**src/rtl/spi_engine_pkg.sv**
```systemverilog
package spi_engine_pkg;
  // System clocks per sck half-period, clamped to at least 2
  function automatic int unsigned half_cycles(input logic [1:0] pri, input logic [2:0] sec);
    int unsigned p, s, h;
    p = 32'd1 << {~pri, 1'b0};
    s = 32'd8 - {29'd0, sec};
    h = p * s;
    if (h < 32'd2) h = 32'd2;
    return h;
  endfunction
endpackage

```
**src/rtl/spi_sync.sv**
```systemverilog
module spi_sync #(
  parameter int W = 3
) (
  input  logic         clk_i,
  input  logic         rst_ni,
  input  logic [W-1:0] d_i,
  output logic [W-1:0] q_o
);
  logic [W-1:0] s1, s2;
  always_ff @(posedge clk_i or negedge rst_ni) begin
    if (!rst_ni) begin
      s1 <= '0;
      s2 <= '0;
    end else begin
      s1 <= d_i;
      s2 <= s1;
    end
  end
  assign q_o = s2;
endmodule

```
**src/rtl/spi_clkgen.sv**
```systemverilog
module spi_clkgen #(
  parameter int DIV_W = 10
) (
  input  logic       clk_i,
  input  logic       rst_ni,
  input  logic       en_i,
  input  logic [1:0] pri_i,
  input  logic [2:0] sec_i,
  output logic       tick_o
);
  import spi_engine_pkg::*;
  logic [DIV_W-1:0] cnt, half_m1;

  always_comb half_m1 = DIV_W'(half_cycles(pri_i, sec_i) - 32'd1);

  always_ff @(posedge clk_i or negedge rst_ni) begin
    if (!rst_ni)              cnt <= '0;
    else if (!en_i)           cnt <= '0;
    else if (cnt >= half_m1)  cnt <= '0;
    else                      cnt <= cnt + 1'b1;
  end

  assign tick_o = en_i && (cnt >= half_m1);


  no_fast_tick_chk: assert property (@(posedge clk_i) disable iff (!rst_ni)
    tick_o |=> !tick_o);
endmodule

```
**src/rtl/spi_shifter.sv**
```systemverilog
module spi_shifter #(
  parameter int WORD_W   = 16,
  parameter int NARROW_W = 8
) (
  input  logic              clk_i,
  input  logic              rst_ni,
  input  logic              wide_i,
  input  logic              load_i,
  input  logic [WORD_W-1:0] load_data_i,
  input  logic              clear_i,
  input  logic              sample_i,
  input  logic              shift_i,
  input  logic              sdi_i,
  output logic              sdo_o,
  output logic              started_o,
  output logic              done_o,
  output logic [WORD_W-1:0] rx_data_o
);
  localparam int CNT_W = $clog2(WORD_W + 1);

  logic [WORD_W-1:0] sh, hold, rx;
  logic [CNT_W-1:0]  cnt, last_bit;

  assign last_bit = wide_i ? CNT_W'(WORD_W - 1) : CNT_W'(NARROW_W - 1);

  always_ff @(posedge clk_i or negedge rst_ni) begin
    if (!rst_ni) begin
      sh <= '0; hold <= '0; rx <= '0; cnt <= '0;
      done_o <= 1'b0; rx_data_o <= '0;
    end else begin
      done_o <= 1'b0;
      if (load_i) begin
        sh <= load_data_i; hold <= load_data_i; rx <= '0; cnt <= '0;
      end else if (clear_i) begin
        sh <= hold; rx <= '0; cnt <= '0;
      end else begin
        if (shift_i) sh <= {sh[WORD_W-2:0], 1'b0};
        if (sample_i) begin
          if (cnt == last_bit) begin
            cnt       <= '0;
            rx        <= '0;
            done_o    <= 1'b1;
            rx_data_o <= {rx[WORD_W-2:0], sdi_i};  // rx starts at zero, so upper bits stay 0 for narrow words
          end else begin
            cnt <= cnt + 1'b1;
            rx  <= {rx[WORD_W-2:0], sdi_i};
          end
        end
      end
    end
  end

  assign sdo_o     = wide_i ? sh[WORD_W-1] : sh[NARROW_W-1];
  assign started_o = (cnt != '0);


  done_single_chk: assert property (@(posedge clk_i) disable iff (!rst_ni)
    done_o |=> !done_o);

  rx_hold_chk: assert property (@(posedge clk_i) disable iff (!rst_ni)
    !$stable(rx_data_o) |-> done_o);
endmodule

```
**src/rtl/spi_engine.sv**
```systemverilog
module spi_engine #(
  parameter int WORD_W   = 16,
  parameter int NARROW_W = 8,
  parameter int DIV_W    = 10
) (
  input  logic              clk_i,
  input  logic              rst_ni,
  input  logic              master_i,
  input  logic              wide_i,
  input  logic              cpol_i,
  input  logic              cke_i,
  input  logic              smp_end_i,
  input  logic [1:0]        pre_pri_i,
  input  logic [2:0]        pre_sec_i,
  input  logic              sck_dis_i,
  input  logic              sdo_dis_i,
  input  logic              ss_en_i,
  input  logic [WORD_W-1:0] tx_data_i,
  input  logic              start_i,
  output logic [WORD_W-1:0] rx_data_o,
  output logic              done_o,
  output logic              busy_o,
  output logic              sck_o,
  output logic              sck_oe_o,
  input  logic              sck_i,
  output logic              sdo_o,
  output logic              sdo_oe_o,
  input  logic              sdi_i,
  input  logic              ss_ni
);
  localparam int HALF_W = $clog2(2 * WORD_W);

  // master sequencing
  logic              m_busy, tick, m_start, last_half, smp_eff, m_sample, m_shift;
  logic [HALF_W-1:0] k;

  assign m_start   = master_i && start_i && !m_busy && !sck_dis_i;
  assign last_half = (k == (wide_i ? HALF_W'(2*WORD_W-1) : HALF_W'(2*NARROW_W-1)));
  assign smp_eff   = master_i & smp_end_i;
  assign m_sample  = tick && (k[0] == smp_eff);
  assign m_shift   = tick && k[0] && !last_half;

  always_ff @(posedge clk_i or negedge rst_ni) begin
    if (!rst_ni) begin
      m_busy <= 1'b0; k <= '0;
    end else if (!master_i) begin
      m_busy <= 1'b0; k <= '0;
    end else if (m_start) begin
      m_busy <= 1'b1; k <= '0;
    end else if (tick) begin
      if (last_half) m_busy <= 1'b0;
      else           k <= k + 1'b1;
    end
  end

  spi_clkgen #(.DIV_W(DIV_W)) u_clkgen (
    .clk_i(clk_i), .rst_ni(rst_ni), .en_i(m_busy),
    .pri_i(pre_pri_i), .sec_i(pre_sec_i), .tick_o(tick)
  );

  // slave front end
  logic sck_s, ss_s, sdi_s, sck_q, rise, fall, lead, trail, sel, s_sample, s_change, s_clear;

  spi_sync #(.W(3)) u_sync (
    .clk_i(clk_i), .rst_ni(rst_ni),
    .d_i({sck_i, ss_ni, sdi_i}), .q_o({sck_s, ss_s, sdi_s})
  );

  always_ff @(posedge clk_i or negedge rst_ni) begin
    if (!rst_ni) sck_q <= 1'b0;
    else         sck_q <= sck_s;
  end

  assign rise     = sck_s & ~sck_q;
  assign fall     = ~sck_s & sck_q;
  assign lead     = cpol_i ? fall : rise;
  assign trail    = cpol_i ? rise : fall;
  assign sel      = !ss_en_i || !ss_s;
  assign s_sample = sel && (cke_i ? lead : trail);
  assign s_change = sel && (cke_i ? trail : lead);
  assign s_clear  = !master_i && ss_en_i && ss_s;

  // shared shift path
  logic started, sh_sdo;

  spi_shifter #(.WORD_W(WORD_W), .NARROW_W(NARROW_W)) u_shift (
    .clk_i(clk_i), .rst_ni(rst_ni), .wide_i(wide_i),
    .load_i(master_i ? m_start : start_i), .load_data_i(tx_data_i),
    .clear_i(s_clear),
    .sample_i(master_i ? m_sample : s_sample),
    .shift_i(master_i ? m_shift : (s_change && started)),
    .sdi_i(master_i ? sdi_i : sdi_s),
    .sdo_o(sh_sdo), .started_o(started), .done_o(done_o), .rx_data_o(rx_data_o)
  );

  assign sck_o    = m_busy ? (cpol_i ^ k[0] ^ ~cke_i) : cpol_i;
  assign sck_oe_o = master_i && !sck_dis_i;
  assign sdo_o    = sh_sdo;
  assign sdo_oe_o = !sdo_dis_i && (master_i || sel);
  assign busy_o   = master_i ? m_busy : started;


  sck_dis_hold_chk: assert property (@(posedge clk_i) disable iff (!rst_ni)
    (master_i && sck_dis_i && !busy_o) |=> !busy_o);

  busy_until_tick_chk: assert property (@(posedge clk_i) disable iff (!rst_ni)
    (m_busy && !tick && master_i) |=> m_busy);

  sdo_release_chk: assert property (@(posedge clk_i) disable iff (!rst_ni)
    sdo_dis_i |-> !sdo_oe_o);

  slave_sck_off_chk: assert property (@(posedge clk_i) disable iff (!rst_ni)
    !master_i |-> !sck_oe_o);
endmodule

```
**config.mk**
```make
export PLATFORM = sky130hd
export DESIGN_NAME = spi_engine
export DESIGN_NICKNAME = d
export VERILOG_FILES = /design/src/rtl/spi_engine_pkg.sv /design/src/rtl/spi_sync.sv /design/src/rtl/spi_clkgen.sv /design/src/rtl/spi_shifter.sv /design/src/rtl/spi_engine.sv
export SDC_FILE = /design/constraint.sdc
export NUM_CORES = 1
export LEC_CHECK = 0
export BUFFER_PORTS_ARGS = -buffer_cell sky130_fd_sc_hd__buf_2
export CORE_MARGIN = 2
export CORE_UTILIZATION = 60
export CTS_CLUSTER_DIAMETER = 40
export DETAILED_ROUTE_END_ITERATION = 7
export PLACE_DENSITY = 0.82
export SLEW_MARGIN = 40
export SYNTH_ARGS = -nofsm -noshare
export SYNTH_HDL_FRONTEND = slang
export SYNTH_SLANG_ARGS = --single-unit
```
**constraint.sdc**
```tcl
create_clock -name clk_i -period 5.9 [get_ports clk_i]
set_input_delay 1.18 -clock clk_i [delete_from_list [all_inputs] [get_ports clk_i]]
set_output_delay 1.18 -clock clk_i [all_outputs]
set_load 0.02 [all_outputs]
```
==> out/metrics.csv <==
stage,metric,value,unit
outcome,outcome,"finished, final reports clean",
die,total die area,0.00906,mm2
timing,unrepaired setup endpoints after global routing,true,
critical_path,CP Data Required Time,6.15,ns
timing,Max-slew headroom,45.9,%
critical_path,Critical path buffers and inverters,6,
global_route,grt ovf,0,
critical_path,Critical Path Slowest Stage Cell,fa_1,
placed_design,I/O Buffers,56,
pwr,power density of the placed cells,244,mW/mm2
detailed_routing,WL/cell,14.8,um
detailed_routing,drt initial violations,145,
critical_path,slowest cell delay on critical path,0.54,ns
synth,post-synth top area share,46.1,%
global_route,Global Route Usage Sum,23.9,%
layout,fin util,72.4,%
run,max-cap check violation count,0,
critical_path,Crit. End Element,flip-flop,
global_route,vias in the first global route,3850,
synth,"FFs w/ async S/R, synth",100,%
clock_network,CTS H-tree lvls,3,
detailed_routing,Routed WL,10200,um
synth,"EDFF count, synth",0,
pwr,maximum vdd drop,0.237,mV
detailed_routing,DRC,0,
die,Die W,95.2,um
clock_network,"Reg clk slew, reported paths",0.10,ns
clock_network,CTS tree,yes,
detailed_routing,DR top layer,met4,
timing,setup_tns,0,ns
critical_path,crit-path max FO,17,
die,initial core utilization,61.4,%
critical_path,Worst Path Arrival,5.96,ns
timing,Hold Fails Final Rpt,0,
timing,Final Skew,0.0118,ns
layout,Ant. Diodes,0,
layout,nets@finish,641,
synth,#FFs+latches synth,92,
detailed_routing,DR pass1 iterations,4,
timing,Final setup viols,0,
critical_path,WS Path Type,input port to flip-flop,
clock_network,Num CTS Buffers,9,
layout,post-route cell area,0.00589,mm2
clock_network,clk_lat worst skew,0.37,ns
global_route,pin count of the biggest net entering global routing,62,
placed_design,dpl cell area,0.00560,mm2
critical_path,family with the most delay on the worst path,simple AND/OR/NAND/NOR gates,
synth,most common cell in the synthesized netlist,dfrtp_1,
layout,Area Growth Syn to Fin,18.0,%
synth,Post-synth top cells,"dfrtp_1 (92), nand2_1 (88), a21oi_1 (28)",
synth,yosys warns,0,
die,core footprint,0.00813,mm2
detailed_routing,detailed-route via count,3845,
pwr,power consumption,1440,uW
synth,Synth cell types,53,
die,I/O pin count,57,
global_route,global-route wire length before repair,17000,um
critical_path,CP cell instances,"buf_2, or3_4, nor2_1, ha_1, inv_1, fa_1, inv_1, ha_4, nor4_4, nand4_1, nor4b_4, buf_4, nor2_1, ha_2, buf_4, xnor2_1, ha_1, a41oi_1, o2bb2ai_2, a31oi_4, or3_4, buf_12, mux2_4",
placed_design,Final GP Congestion,0.921,
detailed_routing,Vias/cell,5.59,
clock_network,Sink Count,92,
synth,Post-Syn Area,0.00499,mm2
synth,"area leader, netlist",dfrtp_1,
die,# rows,33,
synth,"Top FF cell, synth",dfrtp_1,
die,Chip Height,95.2,um
synth,cells after synthesis,499,
timing,Least-Margin Pin Slew,0.807,ns
detailed_routing,WL met2,5140,um
pwr,P_leak,0.00296,uW
clock_network,root buf cell,clkbuf_8,
global_route,initial antenna violation count,0,
synth,Synth Area per Inst,10.0,um2
synth,Synth area leaders,"dfrtp_1 (46%), nand2_1 (6.6%), ha_1 (6.5%), mux2_2 (5.0%), mux2i_1 (4.0%)",
detailed_routing,Post-DRT Antenna Nets,0,
placed_design,post-DP HPWL,7150,um
timing,fmax,175,MHz
synth,register area share after synthesis,46.1,%
hold_path,worst hold path type,flip-flop to flip-flop,
timing,part of the cycle the worst path needs,96.7,%
detailed_routing,metal3 WL,425,um
layout,Fillers,569,
timing,final worst path period need,5.71,ns
timing,Setup WS post-layout,0.193,ns
timing,"Slew Viols, Final",0,
clock_network,Max Buffers Root-to-Sink,2,
detailed_routing,M1 WL,4520,um
layout,layout cells sized above 1,26.8,%
placed_design,DP Worst Slack,-0.259,ns
critical_path,Worst setup SP type,input port,
synth,Syn Nets,562,
clock_network,cts hold-fix bufs,0,
==> timing repair <==
| action | CTS | global route |
|---|---|---|
| gates resized for setup | 0 | 10 |
| endpoints found under the setup margin | 0 | 60 |
| setup buffers | 0 | 4 |
==> registers in the layout, indices dropped and copies added (netlist names), 3 cells and up <==
register	count
k	5
u_clkgen.cnt	10
u_shift.cnt	5
u_shift.hold	16
u_shift.rx	15
u_shift.rx_data_o	16
u_shift.sh	16
u_sync.q_o	3
u_sync.s1	3
==> power breakdown <==
group | leakage [uW] | switching (uW) | internal [uW]
registers | 0.00122 | 30.9 | 688
clock network | 0.0000983 | 256 | 168
logic | 0.00165 | 154 | 143
total | 0.00296 | 441 | 998
==> area by class of cell <==
class | instances | area [um2] | area share, %
Clock buffer | 9 | 124 | 2.10
Clock inverter | 7 | 77.6 | 1.32
Inverter | 18 | 67.6 | 1.15
Multi-Input combinational cell | 371 | 2650 | 44.9
Sequential cell | 92 | 2300 | 39.1
Tap cell | 105 | 131 | 2.23
Timing Repair Buffer | 86 | 541 | 9.18
==> through the flow <==
stage / cells / hold WS (ns)
final: 688 / 0.357
after global routing: 688 / 0.369
after CTS: 684 / 0.359
after detailed placement: 668 / 0.336
after global placement: 668 / 0.333
after floorplan: 499 / 0.331
==> placed cells by master, fill, tap and decap left out, types with 9 or more instances in the layout <==
master / n
dfrtp_1: 92
nand2_1: 87
buf_2: 55
buf_4: 27
nor2_1: 26
a21oi_1: 26
nand3_1: 26
ha_1: 23
mux2_2: 22
o21ai_0: 21
mux2i_1: 20
inv_1: 18
xnor2_1: 15
xor2_1: 11
mux2_4: 9
clkbuf_8: 9
==> worst paths after layout <==
check                             start               endpoint  slack [ns]  cells past startpoint
max                        pre_sec_i[1]  u_shift.rx_data_o[13]        0.19                     23
max in group asynchronous        rst_ni         u_shift.cnt[1]        4.30                      2
min reg2reg                u_sync.s1[1]          u_sync.q_o[1]        0.36                      0
min in group asynchronous        rst_ni  u_shift.rx_data_o[10]        0.73                      1
max reg2reg                      m_busy         u_shift.sh[14]        3.30                      6
min                        u_sync.s1[1]          u_sync.q_o[1]        0.36                      0
==> cell families (layout without fill, tap and decap cells) <==
kind of cell / after synthesis / after routing / synth area share [%]
AO/OA/AOI/OAI: 70 / 70 / 8.35
adder cells (fa/ha/maj): 28 / 28 / 7.32
AND/OR/NAND/NOR: 194 / 194 / 18.4
XOR/XNOR: 26 / 26 / 4.56
flip-flops: 92 / 92 / 46.1
multiplexers: 53 / 53 / 12.1
buffers and inverters: 36 / 120 / 3.11
==> routing by layer <==
layer  vias to the layer above  global-route usage [%]
met3                        10                    5.45
met2                        83                    41.4
met4                         0                    6.16
met1                      1879                    30.4
met5                         -                       0
li1                       1873                       -
No activity file was read; power rests on OpenSTA's default activity.
